==> config.mk <==
export PLATFORM = sky130hd
export DESIGN_NAME = restart_sequencer
export DESIGN_NICKNAME = d
export VERILOG_FILES = /design/src/rtl/rs_pkg.sv /design/src/rtl/rs_sync_edge.sv /design/src/rtl/rs_retry_cnt.sv /design/src/rtl/rs_mode_ctrl.sv /design/src/rtl/restart_sequencer.sv
export SDC_FILE = /design/constraint.sdc
export NUM_CORES = 1
export LEC_CHECK = 0
export CORE_AREA = 2 2 39 41
export DETAILED_ROUTE_END_ITERATION = 10
export DIE_AREA = 0 0 41 43
export GPL_ROUTABILITY_DRIVEN = 0
export PLACE_DENSITY_LB_ADDON = 0.1
export SYNTH_ARGS = -nofsm -noshare
export SYNTH_HDL_FRONTEND = slang
export SYNTH_SLANG_ARGS = --single-unit
==> constraint.sdc <==
create_clock -name clk -period 1 [get_ports clk]
set_input_delay 0.2 -clock clk [delete_from_list [all_inputs] [get_ports clk]]
set_output_delay 0.2 -clock clk [all_outputs]
set_load 0.05 [all_outputs]
==> src/rtl/rs_pkg.sv <==
package rs_pkg;
  typedef enum logic {
    MODE_RUN     = 1'b0,
    MODE_RESTART = 1'b1
  } rs_mode_e;
endpackage

==> src/rtl/rs_sync_edge.sv <==
module rs_sync_edge #(
  parameter int WIDTH  = 2,
  parameter int STAGES = 2
) (
  input  logic             clk,
  input  logic             rst_n,
  input  logic [WIDTH-1:0] async_i,
  output logic [WIDTH-1:0] level_o,
  output logic [WIDTH-1:0] rise_o
);
  logic [WIDTH-1:0] stage_q [STAGES];
  logic [WIDTH-1:0] last_q;

  always_ff @(posedge clk) begin
    if (!rst_n) begin
      for (int s = 0; s < STAGES; s++) stage_q[s] <= '0;
      last_q <= '0;
    end else begin
      stage_q[0] <= async_i;
      for (int s = 1; s < STAGES; s++) stage_q[s] <= stage_q[s-1];
      last_q <= stage_q[STAGES-1];
    end
  end

  assign level_o = stage_q[STAGES-1];

  genvar b;
  generate
    for (b = 0; b < WIDTH; b++) begin : g_edge
      assign rise_o[b] = stage_q[STAGES-1][b] & ~last_q[b];
    end
  endgenerate
endmodule

==> src/rtl/rs_retry_cnt.sv <==
module rs_retry_cnt #(
  parameter int CNT_W = 3
) (
  input  logic             clk,
  input  logic             rst_n,
  input  logic             step_i,
  output logic [CNT_W-1:0] cnt_o,
  output logic             term_o
);
  localparam logic [CNT_W-1:0] TERM = {CNT_W{1'b1}};
  localparam logic [CNT_W-1:0] ONE  = {{(CNT_W-1){1'b0}}, 1'b1};

  logic [CNT_W-1:0] cnt_q;

  always_ff @(posedge clk) begin
    if (!rst_n)      cnt_q <= TERM;
    else if (step_i) cnt_q <= cnt_q + ONE;
  end

  assign cnt_o  = cnt_q;
  assign term_o = (cnt_q == TERM);
endmodule

==> src/rtl/rs_mode_ctrl.sv <==
module rs_mode_ctrl (
  input  logic            clk,
  input  logic            rst_n,
  input  logic            low_rise_i,
  input  logic            high_rise_i,
  input  logic            fb_i,
  input  logic            term_i,
  output rs_pkg::rs_mode_e mode_o,
  output logic            chg_o,
  output logic            step_o
);
  import rs_pkg::*;

  rs_mode_e mode_q;
  logic     chg_q;
  logic     in_restart;
  logic     fault;
  logic     recover;

  assign in_restart = (mode_q == MODE_RESTART);
  assign fault      = !in_restart && low_rise_i && !fb_i;
  assign recover    = in_restart && fb_i && term_i && !chg_q;
  assign step_o     = in_restart && high_rise_i && chg_q;

  always_ff @(posedge clk) begin
    if (!rst_n) begin
      mode_q <= MODE_RUN;
      chg_q  <= 1'b1;
    end else begin
      if (fault)        mode_q <= MODE_RESTART;
      else if (recover) mode_q <= MODE_RUN;

      if (high_rise_i)                                chg_q <= 1'b0;
      else if (low_rise_i && (in_restart || !fb_i))   chg_q <= 1'b1;
    end
  end

  assign mode_o = mode_q;
  assign chg_o  = chg_q;
endmodule

==> src/rtl/restart_sequencer.sv <==
module restart_sequencer #(
  parameter int CNT_W       = 3,
  parameter int SYNC_STAGES = 2
) (
  input  logic             clk,
  input  logic             rst_n,
  input  logic             supply_low_i,
  input  logic             supply_high_i,
  input  logic             fb_present_i,
  output logic             sw_en_o,
  output logic             chg_en_o,
  output logic             standby_o,
  output logic [CNT_W-1:0] cnt_o
);
  import rs_pkg::*;

  localparam int FLAG_LOW  = 0;
  localparam int FLAG_HIGH = 1;
  localparam int FLAG_FB   = 2;
  localparam int N_FLAGS   = 3;

  logic [N_FLAGS-1:0] flag_lvl;
  logic [N_FLAGS-1:0] flag_rise;
  rs_mode_e           mode_q;
  logic               chg_q;
  logic               step;
  logic               term;

  rs_sync_edge #(.WIDTH(N_FLAGS), .STAGES(SYNC_STAGES)) u_sync (
    .clk     (clk),
    .rst_n   (rst_n),
    .async_i ({fb_present_i, supply_high_i, supply_low_i}),
    .level_o (flag_lvl),
    .rise_o  (flag_rise)
  );

  rs_mode_ctrl u_ctrl (
    .clk         (clk),
    .rst_n       (rst_n),
    .low_rise_i  (flag_rise[FLAG_LOW]),
    .high_rise_i (flag_rise[FLAG_HIGH]),
    .fb_i        (flag_lvl[FLAG_FB]),
    .term_i      (term),
    .mode_o      (mode_q),
    .chg_o       (chg_q),
    .step_o      (step)
  );

  rs_retry_cnt #(.CNT_W(CNT_W)) u_cnt (
    .clk    (clk),
    .rst_n  (rst_n),
    .step_i (step),
    .cnt_o  (cnt_o),
    .term_o (term)
  );

  assign chg_en_o  = chg_q;
  assign sw_en_o   = term && !chg_q;
  assign standby_o = (mode_q == MODE_RESTART) && !(term && !chg_q);
endmodule

==> results.yml, run 1 <==
floorplanning:
  die_area_sq_um: 1760
  io_pins: 11
  fp.dieH_um: 43
  die_width_um: 41
  fp-row-count: 14
  core_area_sq_um: 1380
  initial_core_util: 0.333
synth:
  synth_area_per_cell_sq_um: 11.0
  synth_edf_count: 0
  ys_seq_area_frac: 0.565
  syn_nets: 49
  netlist_area_sq_um: 460
  async_flop_share: 0
  ys.flop_type: "dfxtp_1"
  synthCells: 42
  synthDistinctLibCells: 16
  yosys_warnings: 0
  synth-seq-cells: 13
worst_hold_path:
  min_path_type: "register to register"
  min_from: "u_sync.stage_q[0][0]"
  hold_depth: 1
  hold_end: "u_sync.stage_q[0][3]"
clock_network:
  cts_buffer_depth: 2
  numCtsBuffers: 3
  cts-htree-levels: 1
  clock-sinks: 13
  cts_root_buffer: "clkbuf_4"
  clock_latency_ns: 0.27
  cts.reportedPaths.clkPinSlew_ns: 0.07
  cts_tree: "done"
  hold_buffers: 0
critical_path:
  cp_max_fo: 3
  crit_arrival_ns: 1.31
  worstSetupPathType: "register to output port"
  cp_num_buf_inv: 1
  critPathTopFamily: "flip-flops"
  r2r-end: "u_ctrl.mode_o"
  reg2reg_from: "u_cnt.cnt_o[1]"
  crit_path_top_delay_cell: "dfxtp_4"
  rr_worst_depth: 7
  crit_path_end_kind: "output port"
  crit_required_ns: 0.80
  crit_path_max_incr_delay_ns: 0.35
  crit_chain: "ha_4 > ha_4 > nor2b_4 > nor2b_4 > buf_12"
  start_kind: "register"
  r2r_slack_ns: -0.36
drt:
  drtAntennaViolNets: 0
  routed_via_density: 4.39
  wirelength_um: 825
  drc: 0
  vias: 347
  first_pass_iters: 1
  first_iter_violations: 0
  wl_per_cell_um: 10.4
final_layout:
  insertedDiodeCount: 0
  post-route-util: 0.569
  layout-drive-gt1-share: 0.429
  area_delta_synth_final_pct: 70.9
  nNetsFinal: 71
sta:
  final_hold_viol_count: 0
  timing.final.ws_setup_ns: -0.513
  period_needed_ns: 1.51
  fmax_mhz: 661
  setup_viol: 7
  timing.hold.ws_ns: 0.431
  relSlewSlack: 0.888
  grt_setup_unrepaired: "true"
  final.period_utilization: 1.51
  worst_slew_pin_slew_ns: 0.168
  slew_viol_final: 0
  fin_worst_skew_ns: 0.00411
global_routing:
  antenna_found_initial: 0
  overflow: 0
  grt_use_total: 0.124
  grt_max_degree: 9
  grt_pass1_wl_mm: 1.46
  grt_pass1_vias: 373
run:
  maxCapViolCount: 0
power_and_ir_drop:
  p_per_area_nw_per_um2: 1260
  p_leak_nw: 0.345
  peakVddDrop_mv: 0.720
placed_design:
  dpl.hpwl_um: 620
  port_buffers: 10
outcome:
  status: "finished, violations left"
  violations: "negative setup slack"
worst max path at each step:
stage / slack, ns / depth (start not counted) / from / end
6_report: -0.51 / 5 / u_cnt.cnt_o[1] / standby_o
5_1_grt: -0.57 / 5 / u_cnt.cnt_o[1] / standby_o
4_1_cts: -0.53 / 5 / u_cnt.cnt_o[1] / standby_o
3_5_place_dp: -0.23 / 5 / u_cnt.cnt_o[1] / standby_o
3_3_place_gp: -0.22 / 5 / u_cnt.cnt_o[0] / standby_o
2_1_floorplan: -0.49 / 5 / u_cnt.cnt_o[1] / u_ctrl.mode_o
power breakdown:
part	internal (W)	leakage [nW]	switching, W
sequential	0.000531	0.106	0.0000128
combinational	0.0000814	0.224	0.0000601
clock	0.000154	0.0150	0.000154
sequential cells by signal, summed over array words and instances (netlist names):
| name | cells |
|---|---|
| u_sync.stage_q | 6 |
| u_cnt.cnt_o | 3 |
| u_sync.last_q | 2 |
| u_ctrl.chg_o | 1 |
| u_ctrl.mode_o | 1 |
layer usage:
| layer | wire [um] | global-route usage |
|---|---|---|
| met1 | 323 | 0.145 |
| met2 | 469 | 0.181 |
| met3 | 28 | 0.0471 |
| met4 | 4 | 0.0800 |
| met5 | 0 | 0 |
final cells by class:
class	instances	area [sq um]
Fill cell	125	597
Sequential cell	13	273
Timing Repair Buffer	18	231
Multi-Input combinational cell	26	229
Clock buffer	4	26.3
Tap cell	16	20.0
Inverter	2	7.51
cells by family (layout without fill, tap and decap cells):
kind of cell    count (synthesis)  in the layout  synth area share
simple gates                   17             17             0.234
flops                          13             13             0.565
mux                             2              2            0.0435
buf+inv                         3             24            0.0272
compound gates                  4              4            0.0571
xor+xnor                        1              1            0.0190
fa+ha+maj                       2              2            0.0543
Yosys cell counts (2+ instances only):
library cell | count | area share
nand2_1 | 4 | 0.033
mux2i_1 | 2 | 0.043
dfxtp_1 | 13 | 0.57
nor2b_1 | 2 | 0.027
and2_1 | 8 | 0.11
ha_1 | 2 | 0.054
inv_1 | 2 | 0.016
per-stage QoR:
stage	instances	TNS [ns]	instance area (sq um)	worst slack, ns	total power, W
finish	79	-1.64	787	-0.513	0.000993
global route	79	-2.15	787	-0.570	0.00107
CTS	78	-1.65	776	-0.530	0.00101
detailed placement	72	-1.53	723	-0.228	0.000685
global placement	72	-1.34	723	-0.221	0.000681
floorplan	42	-1.22	510	-0.490	0.000617
timing repair:
action / CTS / global route
gates resized for setup: 3 / 1
pin swaps: 0 / 0
endpoints found under the setup margin: 7 / 10
setup buffers: 2 / 1
worst reg2reg max path, stage by stage (launching register included):
cell and delay [ns]:
dfxtp_4 0.36, ha_4 0.13, ha_4 0.11, nor2b_4 0.20, buf_4 0.14, buf_6 0.08
a21oi_2 0.04, a41o_1 0.19
placed cells by master, fill, tap and decap left out, drive strengths merged:
cell	instances
nor2b	3
xor2	1
nand2	4
clkdlybuf4s50	4
nand4b	1
clkbuf	4
nand2b	1
ha	2
a31oi	1
mux2i	2
buf	14
o21ai	1
inv	2
and2	8
dfxtp	13
a21oi	1
a41o	1
Note: power is estimated with default switching activity, not from simulation.
==> run 2, diff against run 1 <==
CTS_CLUSTER_DIAMETER = 100   (was unset)
==> results of run 2 <==
The final DEF is identical to that of run 1; final timing and power are the same.
==> run 3, diff against run 2 <==
REMOVE_ABC_BUFFERS = 1   (was unset)
SKIP_LAST_GASP = 1   (was unset)
==> results.yml, run 3 (same netlist as run 1, synthesis figures left out) <==
outcome:
  status: "finished, violations left"
  violations: "negative setup slack"
floorplanning:
  fp.dieH_um: 43
  core_area_sq_um: 1380
  io_pins: 11
  die_area_sq_um: 1760
  die_width_um: 41
  fp-row-count: 14
  initial_core_util: 0.333
power_and_ir_drop:
  p_leak_nw: 0.372
  p_per_area_nw_per_um2: 1170
  peakVddDrop_mv: 0.933
placed_design:
  place_inst: 73
  dpl.hpwl_um: 586
  port_buffers: 10
  pre_cts_slack_ns: -0.362
final_layout:
  layout-drive-gt1-share: 0.485
  largest_reg_flops: 6
  final_common_cell: "dfxtp_1"
  largest-register: "u_sync.stage_q"
  nNetsFinal: 76
  multi_input_area_sq_um: 244
  most-common-layout-cells: "9 x dfxtp_1, 8 x and2_1, 7 x buf_6, 6 x buf_12, 6 x buf_4"
  insertedDiodeCount: 0
  area_delta_synth_final_pct: 85.6
  ff_latch_area_sq_um: 273
  fillers: 120
  fin_cells: 84
sta:
  relSlewSlack: 0.806
  slew_viol_final: 0
  timing.final.ws_setup_ns: -0.503
  fin_tns_setup_ns: -1.83
  grt_setup_unrepaired: "true"
  worst_slew_pin_slew_ns: 0.290
  final.period_utilization: 1.50
  setup_viol: 7
  fin_worst_skew_ns: 0.00292
  final_hold_viol_count: 0
  fmax_mhz: 665
  period_needed_ns: 1.50
clock_network:
  numCtsBuffers: 3
  cts-htree-levels: 1
  cts_tree: "done"
  clock-sinks: 13
  cts_buffer_depth: 2
  cts_root_buffer: "clkbuf_4"
  clock_latency_ns: 0.26
  cts.reportedPaths.clkPinSlew_ns: 0.07
  hold_buffers: 0
drt:
  first_pass_iters: 1
  vias: 368
  drc: 0
  wirelength_um: 845
  first_iter_violations: 0
  wl_per_cell_um: 10.1
  routed_via_density: 4.38
  drtAntennaViolNets: 0
global_routing:
  grt_max_degree: 12
  grt_use_total: 0.124
  grt_pass1_wl_mm: 1.50
  grt_pass1_vias: 391
  antenna_found_initial: 0
  overflow: 0
critical_path:
  start_kind: "register"
  cp_max_fo: 2
  crit_path_end_kind: "output port"
  worstSetupPathType: "register to output port"
  crit_required_ns: 0.80
  crit_path_top_delay_cell: "dfxtp_4"
  crit_chain: "ha_4 > ha_4 > nor2b_4 > nor2b_4 > buf_12"
  crit_arrival_ns: 1.30
  crit_path_max_incr_delay_ns: 0.35
worst_hold_path:
  min_path_type: "register to register"
run:
  maxCapViolCount: 0
-- run 3: cell count changes in the layout (fill, tap and decap cells not counted), sizes merged --
| cell | previous run | this run |
|---|---|---|
| buf | 14 | 19 |
-- run 3: repair_timing --
item / 4_1_cts / 5_1_grt
pin swaps: 1 / 2
setup endpoints to repair: 8 / 11
gates resized for setup: 15 / 9
setup buffers: 5 / 2
-- run 3: where the power goes --
| group | internal [W] | switching (W) | total (W) |
|---|---|---|---|
| logic | 0.0000896 | 0.0000638 | 0.000153 |
| registers | 0.000531 | 0.0000136 | 0.000544 |
| clock network | 0.000154 | 0.000152 | 0.000306 |
-- run 3: metal layers --
metal / GRT usage / vias to the layer above / routed length [um] / share of wire
met2: 0.209 / 9 / 491 / 0.58
met3: 0.0157 / 0 / 32 / 0.038
met1: 0.135 / 167 / 320 / 0.38
met4: 0.0800 / 0 / 0 / 0
li1: - / 192 / - / -
met5: 0 / - / 0 / 0
-- run 3: critical path, delay by kind of cell (launching register included) --
kind,cells,cell delay (ns)
flops,1,0.35
fa+ha+maj,2,0.29
simple gates,2,0.25
buf+inv,1,0.14
-- run 3: worst paths after layout --
kind	from	endpoint	slack [ns]	cells past startpoint
worst min register to register	u_sync.stage_q[0][2]	u_sync.stage_q[0][5]	0.44	1
worst min-delay path	u_sync.stage_q[0][2]	u_sync.stage_q[0][5]	0.44	1
worst max-delay path	u_cnt.cnt_o[1]	standby_o	-0.50	5
worst max register to register	u_cnt.cnt_o[0]	u_ctrl.mode_o	-0.32	7
-- run 3: metrics by stage --
| stage | total power [W] | utilization | area [sq um] | hold slack, ns |
|---|---|---|---|---|
| 6_report | 0.00100 | 0.618 | 855 | 0.435 |
| 5_1_grt | 0.00105 | 0.618 | 855 | 0.451 |
| 4_1_cts | 0.00100 | 0.578 | 800 | 0.434 |
| 3_5_place_dp | 0.000684 | 0.492 | 681 | 0.417 |
| 3_3_place_gp | 0.000680 | 0.492 | 681 | 0.411 |
| 2_1_floorplan | 0.000610 | - | 455 | 0.262 |
-- run 3: layout make-up --
type                       count  area share
inverter                       2     0.00878
tap                           16      0.0234
multi-input combinational     26       0.286
clock buffer                   4      0.0307
sequential                    13       0.319
timing repair buffer          23       0.332
